==> src/rtl/slog_pkg.sv <==
// Shared definitions for the sign-logarithm multiply/power unit.
// Assumes the logarithm is two's complement; the fractional point does not matter.
package slog_pkg;
    parameter int LOG_W = 20;

    typedef enum logic [2:0] {
        OP_MUL    = 3'd0,
        OP_DIV    = 3'd1,
        OP_RECIP  = 3'd2,
        OP_SQUARE = 3'd3,
        OP_SQRT   = 3'd4,
        OP_MIXED  = 3'd5
    } slog_op_e;
endpackage

==> src/rtl/slog_sat_addsub.sv <==
// Saturating two's-complement adder/subtractor for logarithm fields.
// Computes x + y, or x - y when sub is set, with one extra bit.
// Clamps to the largest or smallest code and flags which end it hit.
module slog_sat_addsub #(
    parameter int W = 20
) (
    input  logic [W-1:0] x,
    input  logic [W-1:0] y,
    input  logic         sub,
    output logic [W-1:0] res,
    output logic         ovf,
    output logic         unf
);
    localparam logic [W-1:0] MAX_CODE = {1'b0, {(W-1){1'b1}}};
    localparam logic [W-1:0] MIN_CODE = {1'b1, {(W-1){1'b0}}};

    logic [W:0] ext;

    // Extended sum, then range check on the two top bits.
    always_comb begin
        if (sub) ext = {x[W-1], x} - {y[W-1], y};
        else     ext = {x[W-1], x} + {y[W-1], y};
        ovf = (ext[W:W-1] == 2'b01);
        unf = (ext[W:W-1] == 2'b10);
        if (ovf)      res = MAX_CODE;
        else if (unf) res = MIN_CODE;
        else          res = ext[W-1:0];
    end
endmodule

==> src/rtl/slog_unary.sv <==
// Single-operand logarithm operations: square (double), square root
// (arithmetic halve) and reciprocal (negate), all computed in parallel.
// Assumes the caller selects one result; saturation comes from slog_sat_addsub.
module slog_unary #(
    parameter int W = 20
) (
    input  logic [W-1:0] x,
    output logic [W-1:0] sq_log,
    output logic         sq_ovf,
    output logic         sq_unf,
    output logic [W-1:0] rt_log,
    output logic [W-1:0] rc_log,
    output logic         rc_ovf,
    output logic         rc_unf
);
    localparam logic [W-1:0] ZERO = '0;

    // Square: x + x is a left shift by one, with saturation.
    slog_sat_addsub #(.W(W)) u_sq (
        .x(x), .y(x), .sub(1'b0),
        .res(sq_log), .ovf(sq_ovf), .unf(sq_unf)
    );

    // Reciprocal: 0 - x; only the smallest code can overflow.
    slog_sat_addsub #(.W(W)) u_rc (
        .x(ZERO), .y(x), .sub(1'b1),
        .res(rc_log), .ovf(rc_ovf), .unf(rc_unf)
    );

    // Square root: arithmetic right shift by one (floor).
    always_comb rt_log = {x[W-1], x[W-1:1]};
endmodule

==> src/rtl/slog_mixed_mul.sv <==
// Dual-redundant times sign/log multiply: the multiplier logarithm is added
// to the positive and negative parts by two parallel saturating adders.
// A negative multiplier exchanges the two parts on the way out.
module slog_mixed_mul #(
    parameter int W = 20
) (
    input  logic [W-1:0] pos_log,
    input  logic [W-1:0] neg_log,
    input  logic         m_sign,
    input  logic [W-1:0] m_log,
    output logic [W-1:0] out_pos,
    output logic [W-1:0] out_neg,
    output logic         ovf,
    output logic         unf
);
    localparam int PARTS = 2;

    logic [W-1:0] part_in  [PARTS];
    logic [W-1:0] part_out [PARTS];
    logic [PARTS-1:0] part_ovf;
    logic [PARTS-1:0] part_unf;

    // Gather the two parts so one adder instance serves each.
    always_comb begin
        part_in[0] = pos_log;
        part_in[1] = neg_log;
    end

    for (genvar gi = 0; gi < PARTS; gi++) begin : g_part
        slog_sat_addsub #(.W(W)) u_add (
            .x(part_in[gi]), .y(m_log), .sub(1'b0),
            .res(part_out[gi]), .ovf(part_ovf[gi]), .unf(part_unf[gi])
        );
    end

    // Swap multiplexers driven by the multiplier sign; merge flags.
    always_comb begin
        out_pos = m_sign ? part_out[1] : part_out[0];
        out_neg = m_sign ? part_out[0] : part_out[1];
        ovf     = |part_ovf;
        unf     = |part_unf;
    end
endmodule

==> src/rtl/slog_mulpow.sv <==
// Sign-logarithm multiply/divide/reciprocal/square/square-root unit with a
// mixed dual-redundant multiply. One register stage: results appear one
// clock after in_valid. Assumes a synchronous active-low reset.
module slog_mulpow #(
    parameter int LOG_W = slog_pkg::LOG_W
) (
    input  logic             clk,
    input  logic             rst_n,
    input  logic             in_valid,
    input  logic [2:0]       op,
    input  logic             a_sign,
    input  logic [LOG_W-1:0] a_log,
    input  logic [LOG_W-1:0] a_neg_log,
    input  logic             b_sign,
    input  logic [LOG_W-1:0] b_log,
    output logic             out_valid,
    output logic             r_sign,
    output logic [LOG_W-1:0] r_log,
    output logic [LOG_W-1:0] r_neg_log,
    output logic             ovf,
    output logic             unf,
    output logic             inv
);
    import slog_pkg::*;

    localparam logic [LOG_W-1:0] MIN_CODE = {1'b1, {(LOG_W-1){1'b0}}};

    logic [LOG_W-1:0] md_log;
    logic             md_ovf, md_unf;
    logic [LOG_W-1:0] sq_log, rt_log, rc_log;
    logic             sq_ovf, sq_unf, rc_ovf, rc_unf;
    logic [LOG_W-1:0] mx_pos, mx_neg;
    logic             mx_ovf, mx_unf;
    logic             is_div;

    logic             n_sign, n_ovf, n_unf, n_inv;
    logic [LOG_W-1:0] n_log, n_neg;

    // Divide reuses the multiply adder in subtract mode.
    always_comb is_div = (op == OP_DIV);

    slog_sat_addsub #(.W(LOG_W)) u_muldiv (
        .x(a_log), .y(b_log), .sub(is_div),
        .res(md_log), .ovf(md_ovf), .unf(md_unf)
    );

    slog_unary #(.W(LOG_W)) u_unary (
        .x(a_log),
        .sq_log(sq_log), .sq_ovf(sq_ovf), .sq_unf(sq_unf),
        .rt_log(rt_log),
        .rc_log(rc_log), .rc_ovf(rc_ovf), .rc_unf(rc_unf)
    );

    slog_mixed_mul #(.W(LOG_W)) u_mixed (
        .pos_log(a_log), .neg_log(a_neg_log),
        .m_sign(b_sign), .m_log(b_log),
        .out_pos(mx_pos), .out_neg(mx_neg),
        .ovf(mx_ovf), .unf(mx_unf)
    );

    // Opcode selection of the next result and its flags.
    always_comb begin
        n_sign = 1'b0;
        n_log  = '0;
        n_neg  = '0;
        n_ovf  = 1'b0;
        n_unf  = 1'b0;
        n_inv  = 1'b0;
        case (op)
            OP_MUL, OP_DIV: begin
                n_sign = a_sign ^ b_sign;
                n_log  = md_log;
                n_ovf  = md_ovf;
                n_unf  = md_unf;
            end
            OP_RECIP: begin
                n_sign = a_sign;
                n_log  = rc_log;
                n_ovf  = rc_ovf;
                n_unf  = rc_unf;
            end
            OP_SQUARE: begin
                n_log  = sq_log;
                n_ovf  = sq_ovf;
                n_unf  = sq_unf;
            end
            OP_SQRT: begin
                n_inv  = a_sign;
                n_log  = a_sign ? MIN_CODE : rt_log;
            end
            OP_MIXED: begin
                n_log  = mx_pos;
                n_neg  = mx_neg;
                n_ovf  = mx_ovf;
                n_unf  = mx_unf;
            end
            default: ;
        endcase
    end

    // Output register: load on in_valid, hold otherwise, clear on reset.
    always_ff @(posedge clk) begin
        if (!rst_n) begin
            out_valid <= 1'b0;
            r_sign    <= 1'b0;
            r_log     <= '0;
            r_neg_log <= '0;
            ovf       <= 1'b0;
            unf       <= 1'b0;
            inv       <= 1'b0;
        end else begin
            out_valid <= in_valid;
            if (in_valid) begin
                r_sign    <= n_sign;
                r_log     <= n_log;
                r_neg_log <= n_neg;
                ovf       <= n_ovf;
                unf       <= n_unf;
                inv       <= n_inv;
            end
        end
    end
endmodule

==> config.mk <==
export PLATFORM = sky130hd
export DESIGN_NAME = slog_mulpow
export DESIGN_NICKNAME = d
export VERILOG_FILES = /design/src/rtl/slog_pkg.sv /design/src/rtl/slog_sat_addsub.sv /design/src/rtl/slog_unary.sv /design/src/rtl/slog_mixed_mul.sv /design/src/rtl/slog_mulpow.sv
export SDC_FILE = /design/constraint.sdc
export NUM_CORES = 1
export LEC_CHECK = 0
export ABC_CLOCK_PERIOD_IN_PS = 10600
export BUFFER_PORTS_ARGS = -buffer_cell sky130_fd_sc_hd__buf_4
export CORE_MARGIN = 4
export CORE_UTILIZATION = 54
export DETAILED_ROUTE_END_ITERATION = 12
export GPL_TIMING_DRIVEN = 0
export PLACE_DENSITY_LB_ADDON = 0.3
export SLEW_MARGIN = 40
export SYNTH_ARGS = -nofsm -noshare
export SYNTH_HDL_FRONTEND = slang
export SYNTH_SLANG_ARGS = --single-unit
==> constraint.sdc <==
create_clock -name clk -period 10.6 [get_ports clk]
set_input_delay 1.59 -clock clk [delete_from_list [all_inputs] [get_ports clk]]
set_output_delay 1.59 -clock clk [all_outputs]
set_load 0.1 [all_outputs]
==> out/metrics.csv, run 1 <==
stage,metric,value,unit
run_status,outcome,completed,
layout,Fill cells,1233,
cts,worst-skew pair later-pin latency,0.29,ns
worst_setup_path,CP endpoint kind,flop,
hold_path,WHS Path Cells,2,
cts,depth of the CTS H-tree,2,
layout,n_diodes,0,
layout,Area Growth Syn to Fin,17.8,%
placement,gpl congestion,0.972,
route,Pre-antenna DRT Iters,5,
yosys,Yosys reg bits,45,
route,drt drc,0,
grt,largest net degree at the start of global routing,15,
worst_setup_path,"Cell Chain, Critical Path",buf_4 > ha_1 > fa_1 > nor2b_1 > o211ai_1 > a211oi_2 > or3_4 > a21o_1 > a2111o_1 > a31oi_4 > a31oi_1 > a2111oi_0 > a31oi_1,
worst_setup_path,Required @ worst endpoint,10.74,ns
sta,Slew headroom,42.0,%
cts,CTS Sinks,45,
sta,crit share post-route,48.0,%
layout,Multi-input gate area,0.00566,mm2
worst_setup_path,Critical Path Most Common Cell,a31oi_1,
cts,TritonCTS clock tree,yes,
layout,Reg area,901,um2
cts,clk buf depth,2,
floorplanning,IO Pins,113,
yosys,Ys Warns,0,
sta,# setup viols final,0,
power_and_ir_drop,clock group share of total power,21.7,%
worst_setup_path,worst-path maximum fanout,10,
grt,number of global-route vias before repair,7564,
worst_setup_path,Critical-path top delay cell,a2111oi_0,
sta,fin. max-slew vios,0,
power_and_ir_drop,P_sw,0.000410,W
route,final WL,26300,um
power_and_ir_drop,Leak,3.48,nW
cts,hold_buf cts,0,
sta,final hold viol count,0,
floorplanning,die area,0.0149,mm2
worst_setup_path,Worst path max stage delay,0.55,ns
power_and_ir_drop,Max VDD drop,0.0000896,V
floorplanning,core area,0.0127,mm2
route,Post-DRT Antenna Nets,0,
hold_path,Hold Crit Class,reg2reg,
yosys,Post-synth EDFFs,0,
sta,min Tclk post-route,5.09,ns
job,max_cap viols,0,
floorplanning,FP Rows,41,
yosys,Synth Instances,1014,
floorplanning,Die X,122,um
route,WL per Instance,20.1,um
sta,Clock Skews,0,ns
floorplanning,Die Y,122,um
power_and_ir_drop,Pint,0.000469,W
yosys,"Net Count, Synth",1146,
placement,# port buffers,111,
grt,first-pass GRT wire length,39800,um
route,Vias/cell,6.46,
layout,Final Net Count,1265,
grt,grt total ovfl,0,
route,Starting DRT DRC Count,1282,
yosys,sequential area share after synthesis,12.9,%
yosys,dominant synthesized flop cell,dfxtp_1,
yosys,post-synthesis cell area,0.00701,mm2
sta,Slew @ Worst Pin,0.867,ns
yosys,Post-Syn Area per Cell,6.91,um2
cts,Post-CTS Setup Inserts,0,
sta,RSZ-0062 raised after global routing,false,
cts,"Clk pin slew, worst setup/hold paths",0.07,ns
worst_setup_path,Worst setup SP type,primary input,
placement,Placed Area,0.00808,mm2
floorplanning,initial core utilization,55.3,%
grt,Tot GR Track Use,34.1,%
power_and_ir_drop,Seq pwr share,20.9,%
route,Via Count,8434,
yosys,post-synthesis cell type count,81,
sta,Fin Setup TNS,0,ns
worst_setup_path,critical path type,in2reg,
layout,Util after Layout,65.2,%
layout,post-route cell area,0.00826,mm2
layout,Finished Layout Cells,1306,
cts,Resized cells post-CTS,0,
placement,Inst Count DP,1298,
worst_setup_path,Worst EP arrival,5.23,ns
grt,initial antenna violation count,0,
sta,Max Freq,197,MHz
worst_setup_path,R2R depth,6,
yosys,asr flop ratio synth,0,%
layout,layout cell share with drive strength beyond 1,14.6,%
power_and_ir_drop,PwrDens,106,mW/mm2
power_and_ir_drop,combinational power share,57.4,%
cts,root buf cell,clkbuf_16,
placement,hpwl dp,21200,um
power_and_ir_drop,Final Power,0.000879,W
power_and_ir_drop,Switching Share,46.7,%
cts,CTS Buf Count,5,
==> power groups by stage <==
stage / Sequential, W / Combinational [W] / Clock, W
final: 0.000184 / 0.000505 / 0.000191
after global routing: 0.000184 / 0.000539 / 0.000197
after CTS: 0.000183 / 0.000492 / 0.000189
after detailed placement: 0.000187 / 0.000489 / 0
after global placement: 0.000187 / 0.000485 / 0
after floorplan: 0.000246 / 0.000290 / 0
==> cell usage after synthesis, drive strengths merged (6+ instances only) <==
cell / number / share of area (%)
or3: 11 / 1.1
xnor2: 50 / 6.2
nor2: 79 / 4.2
o211ai: 22 / 2.4
a211oi: 11 / 1.2
dfxtp: 45 / 13
nor4: 8 / 0.71
a21oi: 124 / 9.0
nand2b: 24 / 2.1
and3: 9 / 0.80
nor2b: 21 / 1.9
inv: 51 / 2.7
o31ai: 7 / 0.82
o21ai: 84 / 6.1
a2111oi: 13 / 2.1
xor2: 12 / 1.5
ha: 61 / 11
o21bai: 7 / 0.75
a211o: 8 / 1.0
nand4: 7 / 0.62
o21a: 10 / 1.1
a21o: 16 / 1.7
a31oi: 12 / 1.4
buf: 15 / 1.5
a311oi: 6 / 0.75
a21boi: 9 / 0.96
clkbuf: 43 / 2.3
nand3: 23 / 1.6
nor3: 16 / 1.2
o2111ai: 6 / 0.75
nand2: 113 / 6.1
==> worst max-delay path, delay by kind of cell <==
kind                       cells  cell delay (ns)
AOI/OAI and AO/OA              8             2.30
adders and majority gates      2             0.65
buffers and inverters          1             0.13
and+or+nand+nor                2             0.55
==> final timing paths <==
path	from	endpoint	slack, ns
worst max register to register	r_log[17]	r_log[17]	8.84
worst min-delay path	r_neg_log[13]	r_neg_log[13]	0.45
worst min register to register	r_neg_log[13]	r_neg_log[13]	0.45
worst max-delay path	a_log[0]	r_log[1]	5.51
==> per-stage QoR <==
| stage | setup WS, ns | hold slack [ns] |
|---|---|---|
| final | 5.51 | 0.453 |
| after global routing | 5.39 | 0.493 |
| after CTS | 5.58 | 0.460 |
| after detailed placement | 5.31 | 0.444 |
| after global placement | 5.29 | 0.440 |
| after floorplan | 6.00 | 0.882 |
==> routing by layer <==
layer / wire, um / track usage (%) / vias up / part of all wire, %
met1: 11000 / 47.3 / 3880 / 42
li1: - / - / 3949 / -
met2: 11500 / 53.6 / 522 / 44
met4: 1270 / 13.7 / 0 / 4.8
met5: 0 / 0 / - / 0
met3: 2560 / 4.36 / 83 / 9.7
==> state kept, by name, indices dropped and copies added, names as in the netlist <==
name / flops
r_sign: 1
r_log: 20
inv: 1
unf: 1
ovf: 1
r_neg_log: 20
out_valid: 1
==> cells by family (layout without fill, tap and decap cells) <==
kind of cell / Yosys count / after routing / share of synthesized area, %
muxes: 8 / 8 / 1.21
adders and majority gates: 67 / 67 / 12.2
xor gates and xnor gates: 62 / 62 / 7.75
DFF: 45 / 45 / 12.9
AOI/OAI and AO/OA: 385 / 385 / 36.4
buffers and inverters: 111 / 231 / 6.60
and+or+nand+nor: 336 / 336 / 23.0
==> placed cells by master, fill, tap and decap left out, types with 5 or more instances in the layout <==
cell       instances
a21oi_1          122
buf_4            113
nand2_1          113
o21ai_0           83
nor2_1            79
ha_1              61
inv_1             51
xnor2_1           50
dfxtp_1           45
clkbuf_1          43
nand2b_1          24
nand3_1           23
o211ai_1          22
nor2b_1           21
a21o_1            16
nor3_1            15
xor2_1            12
buf_2             11
a31oi_1           10
a211oi_1          10
o21a_1            10
a2111oi_0         10
or3_1              9
and3_1             9
a21boi_0           9
a211o_1            8
o21bai_1           7
nand4_1            7
nor4_1             6
o2111ai_1          6
a311oi_1           6
a22o_1             5
a22oi_1            5
o31ai_1            5
o2bb2ai_1          5
nand3b_1           5
clkbuf_16          5
==> area by class of cell <==
| type | count | area share (%) |
|---|---|---|
| multi-input cells | 858 | 68.6 |
| flip-flops and latches | 45 | 10.9 |
| repair buffers | 112 | 10.2 |
| plain buffers | 58 | 3.20 |
| well taps | 172 | 2.61 |
| inverters | 53 | 2.41 |
| clock buffers | 6 | 1.68 |
| clock inverters | 2 | 0.455 |
Power figures use the tool's default switching activity.
==> run 2, diff against run 1 <==
--- a/config.mk
+++ b/config.mk
@@ -5,10 +5,10 @@
 export SDC_FILE = /design/constraint.sdc
 export NUM_CORES = 1
 export LEC_CHECK = 0
-export ABC_CLOCK_PERIOD_IN_PS = 10600
+export ABC_CLOCK_PERIOD_IN_PS = 4100
 export BUFFER_PORTS_ARGS = -buffer_cell sky130_fd_sc_hd__buf_4
 export CORE_MARGIN = 4
-export CORE_UTILIZATION = 54
+export CORE_UTILIZATION = 53
 export DETAILED_ROUTE_END_ITERATION = 12
 export GPL_TIMING_DRIVEN = 0
 export PLACE_DENSITY_LB_ADDON = 0.3
==> constraint.sdc (replaced) <==
create_clock -name clk -period 4.1 [get_ports clk]
set_input_delay 0.615 -clock clk [delete_from_list [all_inputs] [get_ports clk]]
set_output_delay 0.615 -clock clk [all_outputs]
set_load 0.1 [all_outputs]
==> out/metrics.csv, run 2 (synthesis gave the netlist of run 1 again) <==
stage,metric,value,unit
run_status,outcome,completed,
layout,Finished Layout Cells,1308,
floorplanning,FP Rows,41,
worst_setup_path,Critical-path top delay cell,a2111o_1,
floorplanning,core area,0.0128,mm2
placement,gpl congestion,0.945,
layout,Reg area,901,um2
worst_setup_path,critical path type,in2reg,
sta,Max Freq,252,MHz
power_and_ir_drop,Final Power,0.00228,W
power_and_ir_drop,PwrDens,274,mW/mm2
grt,first-pass GRT wire length,40300,um
route,Via Count,8422,
grt,number of global-route vias before repair,7665,
worst_setup_path,Worst EP arrival,4.13,ns
sta,RSZ-0062 raised after global routing,false,
worst_setup_path,RR Endpoint,r_log[17],
grt,largest net degree at the start of global routing,14,
route,Starting DRT DRC Count,1144,
hold_path,worst hold start,r_neg_log[13],
cts,TritonCTS clock tree,yes,
layout,most frequent cells in the layout,"a21oi_1, buf_4, nand2_1",
layout,"commonest non-fill, non-tap cell in the layout",a21oi_1,
cts,clk buf depth,2,
worst_setup_path,Required @ worst endpoint,4.26,ns
floorplanning,initial core utilization,54.9,%
worst_setup_path,Worst R2R Setup Slack,2.37,ns
worst_setup_path,"Cell Chain, Critical Path",buf_4 > ha_1 > fa_1 > nor2b_1 > o211ai_1 > buf_4 > a211oi_2 > or3_4 > a21o_1 > a2111o_1 > a31oi_2 > a21oi_1 > a2111oi_0 > a21oi_1,
cts,hold_buf cts,0,
layout,Final Net Count,1267,
floorplanning,IO Pins,113,
hold_path,WHS Path Cells,2,
hold_path,Hold EP,r_neg_log[13],
worst_setup_path,reg-to-reg startpoint,r_log[17],
sta,# setup viols final,0,
cts,root buf cell,clkbuf_16,
layout,Multi-input gate area,0.00572,mm2
layout,post-route cell area,0.00831,mm2
route,Pre-antenna DRT Iters,6,
floorplanning,die area,0.0151,mm2
worst_setup_path,CP endpoint kind,flop,
hold_path,Hold Crit Class,reg2reg,
worst_setup_path,worst-path maximum fanout,5,
route,Post-DRT Antenna Nets,0,
floorplanning,Die Y,123,um
cts,depth of the CTS H-tree,2,
sta,Slew @ Worst Pin,0.874,ns
layout,Fill cells,1230,
job,max_cap viols,0,
grt,grt total ovfl,0,
route,Vias/cell,6.44,
sta,Clock Skews,0,ns
placement,Inst Count DP,1298,
layout,largest registers,"r_log: 20 flops, r_neg_log: 20 flops",
layout,n_diodes,0,
worst_setup_path,Worst setup SP type,primary input,
sta,Slew headroom,41.5,%
sta,fin. max-slew vios,0,
route,final WL,26600,um
placement,Placed Area,0.00808,mm2
placement,# port buffers,111,
power_and_ir_drop,Leak,3.50,nW
sta,min Tclk post-route,3.98,ns
sta,worst setup margin,0.125,ns
cts,CTS Sinks,45,
worst_setup_path,R2R depth,6,
grt,initial antenna violation count,0,
sta,crit share post-route,97.0,%
grt,Tot GR Track Use,34.1,%
route,drt drc,0,
power_and_ir_drop,Max VDD drop,0.000247,V
layout,Area Growth Syn to Fin,18.6,%
cts,"Clk pin slew, worst setup/hold paths",0.06,ns
worst_setup_path,Worst path max stage delay,0.47,ns
placement,post-place setup slack,-0.286,ns
floorplanning,Die X,123,um
layout,layout cell share with drive strength beyond 1,15.1,%
route,WL per Instance,20.4,um
sta,final hold viol count,0,
cts,worst-skew pair later-pin latency,0.29,ns
placement,hpwl dp,21500,um
cts,CTS Buf Count,5,
-- run 2: cell count changes in the layout (fill, tap and decap cells not counted), sizes merged --
cell      before  now
clkbuf        49   50
clkinvlp       1    0
buf          127  128
a31oi         12   13
-- run 2: per-stage QoR --
stage                     utilization (%)  hold WS, ns  setup TNS [ns]
after floorplan                         -        0.784               0
after global placement               63.1        0.441           -1.36
after detailed placement             63.3        0.449           -1.43
after CTS                            64.6        0.463               0
after global routing                 65.1        0.488               0
final                                65.1        0.459               0
-- run 2: worst max-delay path by stage --
stage                     startpoint         to  slack (ns)  depth (start not counted)
after floorplan             a_log[0]  r_log[14]        0.48                         13
after global placement      a_log[0]   r_log[1]       -0.30                         13
after detailed placement    a_log[0]   r_log[1]       -0.29                         13
after CTS                   a_log[0]   r_log[1]        0.08                         13
after global routing        a_log[0]   r_log[1]        0.07                         16
final                       a_log[0]   r_log[0]        0.12                         14
-- run 2: layout make-up --
type                       instances  share of cell area (%)
timing repair buffer             113                    10.2
inverter                          53                    2.39
buffer                            58                    3.18
multi-input combinational        859                    68.8
tap                              172                    2.59
clock buffer                       7                    1.72
clock inverter                     1                   0.361
sequential                        45                    10.8
-- run 2: routing by layer --
metal	global-route usage, %	wire length, um	part of all wire (%)	vias up
met4	16.1	1520	5.7	0
met2	51.4	11300	43	521
met1	48.2	11100	42	3870
met5	0	0	0	-
li1	-	-	-	3953
met3	4.44	2660	10	78
-- run 2: worst max-delay path: cells and delay by family --
| family | cells | cell delay [ns] |
|---|---|---|
| and+or+nand+nor | 2 | 0.54 |
| AOI/OAI and AO/OA | 8 | 2.02 |
| buffers and inverters | 2 | 0.29 |
| adders and majority gates | 2 | 0.65 |
-- run 2: power breakdown --
| part | internal, W | leakage (nW) | switching [W] | total (W) |
|---|---|---|---|---|
| Combinational | 0.000457 | 3.05 | 0.000867 | 0.00132 |
| Clock | 0.000305 | 0.0841 | 0.000173 | 0.000478 |
| Sequential | 0.000459 | 0.366 | 0.0000167 | 0.000476 |
-- run 2: timing repair --
item,4_1_cts,5_1_grt
pin swaps,0,2
gates cloned,0,1
endpoints found under the hold margin,0,0
buffers inserted,0,1
resized for setup,1,12
setup endpoints to repair,1,26
==> run 3, diff against run 2 <==
--- a/config.mk
+++ b/config.mk
@@ -8,11 +8,12 @@
 export ABC_CLOCK_PERIOD_IN_PS = 4100
 export BUFFER_PORTS_ARGS = -buffer_cell sky130_fd_sc_hd__buf_4
 export CORE_MARGIN = 4
-export CORE_UTILIZATION = 53
+export CORE_UTILIZATION = 54
 export DETAILED_ROUTE_END_ITERATION = 12
 export GPL_TIMING_DRIVEN = 0
-export PLACE_DENSITY_LB_ADDON = 0.3
+export PLACE_DENSITY = 0.77
 export SLEW_MARGIN = 40
 export SYNTH_ARGS = -nofsm -noshare
 export SYNTH_HDL_FRONTEND = slang
+export SYNTH_HIERARCHICAL = 1
 export SYNTH_SLANG_ARGS = --single-unit
==> out/metrics.csv, run 3 <==
stage,metric,value,unit
cts,root buf cell,clkbuf_16,
grt,first-pass GRT wire length,61800,um
power_and_ir_drop,combinational power share,81.4,%
floorplanning,FP Rows,54,
cts,depth of the CTS H-tree,2,
route,Vias/cell,6.28,
placement,# port buffers,109,
power_and_ir_drop,Seq pwr share,9.4,%
yosys,most area-consuming cells after synthesis,"ha_1, xnor2_1, maj3_2",
yosys,post-synthesis cell type count,78,
worst_setup_path,Worst EP arrival,4.69,ns
grt,initial antenna violation count,1,
cts,TritonCTS clock tree,yes,
power_and_ir_drop,PwrDens,348,mW/mm2
worst_setup_path,worst-path maximum fanout,10,
cts,CTS Buf Count,5,
sta,RSZ-0062 raised after global routing,true,
layout,most frequent cells in the layout,"buf_4, nor2_1, xnor2_1",
job,max_cap viols,0,
sta,Max Freq,221,MHz
hold_path,Hold Crit Class,reg2reg,
yosys,most frequent cells after synthesis,"nor2_1, a21oi_1, xnor2_1, ha_1, maj3_2",
sta,min Tclk post-route,4.52,ns
yosys,Post-Syn Area per Cell,7.77,um2
floorplanning,Die X,158,um
cts,worst-skew pair later-pin latency,0.29,ns
yosys,top cell type's share of synthesized area,10.9,%
cts,"Clk pin slew, worst setup/hold paths",0.07,ns
power_and_ir_drop,P_sw,0.00250,W
sta,Slew @ Worst Pin,0.792,ns
power_and_ir_drop,Leak,6.19,nW
sta,final hold viol count,0,
placement,gpl congestion,0.956,
layout,Final Net Count,1927,
yosys,post-synthesis cell area,0.0121,mm2
route,Via Count,12700,
layout,largest registers,"r_log: 20 flops, r_neg_log: 20 flops",
layout,layout cell share with drive strength beyond 1,34.1,%
sta,crit share post-route,110,%
yosys,asr flop ratio synth,0,%
worst_setup_path,Worst path max stage delay,0.52,ns
worst_setup_path,critical path type,in2reg,
yosys,sequential area share after synthesis,7.46,%
yosys,Post-synth EDFFs,0,
route,Post-DRT Antenna Nets,0,
sta,fin. max-slew vios,0,
hold_path,worst hold start,r_sign,
yosys,dominant synthesized flop cell,dfxtp_1,
placement,hpwl dp,30800,um
worst_setup_path,Worst setup SP type,primary input,
power_and_ir_drop,Pint,0.00271,W
route,Starting DRT DRC Count,1363,
grt,largest net degree at the start of global routing,19,
worst_setup_path,"Cell Chain, Critical Path",buf_16 > inv_12 > ha_4 > or4b_4 > nor3_4 > a21oi_2 > xnor2_2 > ha_1 > buf_8 > nand2_2 > or4_4 > a211oi_4 > nor3_4 > a21oi_2 > xor2_2 > buf_4 > maj3_2 > mux2_2 > and2_1 > o21ai_2 > a21oi_1,
grt,grt total ovfl,0,
layout,n_diodes,0,
route,WL per Instance,20.3,um
power_and_ir_drop,clock group share of total power,9.2,%
power_and_ir_drop,Switching Share,48.0,%
worst_setup_path,CP endpoint kind,flop,
cts,clk buf depth,2,
route,drt drc,0,
layout,Area Growth Syn to Fin,24.0,%
yosys,Ys Warns,6,
worst_setup_path,Critical Path Source,b_log[0],
run_status,failing checks,negative setup slack,
run_status,outcome,finished with violations,
layout,Reg area,901,um2
sta,Slew headroom,47.2,%
route,Pre-antenna DRT Iters,6,
layout,post-route cell area,0.0150,mm2
grt,Tot GR Track Use,30.8,%
floorplanning,Die Y,158,um
floorplanning,core area,0.0219,mm2
yosys,Synth Instances,1555,
route,final WL,41300,um
power_and_ir_drop,Final Power,0.00521,W
sta,Clock Skews,0,ns
layout,Fill cells,1794,
floorplanning,die area,0.0248,mm2
power_and_ir_drop,Max VDD drop,0.000215,V
sta,Fin Setup TNS,-10.92,ns
worst_setup_path,Required @ worst endpoint,4.27,ns
layout,Multi-input gate area,0.0113,mm2
worst_setup_path,reg-to-reg startpoint,ovf,
floorplanning,initial core utilization,55.2,%
placement,Placed Area,0.0136,mm2
floorplanning,IO Pins,113,
sta,worst setup margin,-0.422,ns
yosys,cell taking the most area after synthesis,ha_1,
layout,"commonest non-fill, non-tap cell in the layout",buf_4,
grt,number of global-route vias before repair,11400,
yosys,most common cell in the netlist,nor2_1,
cts,CTS Sinks,45,
sta,# setup viols final,41,
worst_setup_path,Critical-path top delay cell,or4b_4,
yosys,Yosys reg bits,45,
[run 3: cell count changes after synthesis, moves of 21 or more]
cell,previous run,this run
inv_1,51,73
o21ai_0,83,62
nand2_1,113,72
and2_1,4,29
xor2_1,12,38
mux2_2,4,41
nor3_1,15,45
ha_1,61,105
nor2_1,79,146
maj3_2,0,85
xnor2_1,50,134
[run 3: final timing paths]
| check | end | cells past startpoint | slack (ns) |
|---|---|---|---|
| min | r_sign | 2 | 0.48 |
| max | r_log[18] | 21 | -0.42 |
| max reg2reg | ovf | 2 | 3.15 |
| min reg2reg | r_sign | 2 | 0.48 |
[run 3: layout make-up]
| cell class | count | share of cell area, % |
|---|---|---|
| Clock buffer | 7 | 0.953 |
| Tap cell | 280 | 2.34 |
| Clock inverter | 1 | 0.201 |
| Inverter | 74 | 2.09 |
| Timing Repair Buffer | 159 | 8.36 |
| Multi-Input combinational cell | 1371 | 75.3 |
| Buffer | 93 | 4.75 |
| Sequential cell | 45 | 6.02 |
[run 3: what timing repair did]
item	in CTS	in global routing
gates cloned	4	4
setup endpoints to repair	42	42
gates resized for setup	122	98
pin swaps	43	47
hold buffers	0	0
setup buffers	23	19
[run 3: metal layers]
layer	vias to the layer above	wire length (um)	track usage [%]
li1	6002	-	-
met1	5981	18000	46.4
met2	674	18000	47.2
met3	92	4150	3.20
met4	0	1130	6.72
met5	-	0	0
[run 3: cells by family (layout without fill, tap and decap cells)]
group / Yosys count / in the layout / synth area share [%]
AO/OA/AOI/OAI: 431 / 431 / 24.7
XOR/XNOR: 177 / 177 / 13.1
adder cells (fa/ha/maj): 205 / 205 / 20.5
buffers and inverters: 170 / 334 / 7.48
flip-flops: 45 / 45 / 7.46
multiplexers: 66 / 66 / 6.64
other: 3 / 34 / 0.0932
AND/OR/NAND/NOR: 458 / 458 / 20.1
[run 3: worst max-delay path: cells and delay by family]
family          cells  cell delay, ns
simple gates        6            1.49
buf+inv             4            0.49
fa+ha+maj           3            0.74
compound gates      5            0.74
xor+xnor            2            0.29
mux                 1            0.29
[run 3: power groups by stage]
| stage | registers, W | clock network [W] | logic (W) |
|---|---|---|---|
| after floorplan | 0.000697 | 0 | 0.00259 |
| after CTS | 0.000488 | 0.000474 | 0.00392 |
| after global routing | 0.000491 | 0.000492 | 0.00447 |
| after detailed placement | 0.000496 | 0 | 0.00364 |
| after global placement | 0.000496 | 0 | 0.00359 |
| final | 0.000489 | 0.000477 | 0.00424 |
[run 3: metrics by stage]
stage / std cells / hold slack, ns / utilization [%] / worst slack, ns
6_report: 2030 / 0.478 / 68.4 / -0.422
5_1_grt: 2030 / 0.499 / 68.4 / -0.535
4_1_cts: 2010 / 0.474 / 66.0 / -0.395
3_5_place_dp: 1975 / 0.459 / 62.1 / -1.04
3_3_place_gp: 1975 / 0.447 / 62.1 / -1.02
2_1_floorplan: 1586 / 0.858 / - / -0.141
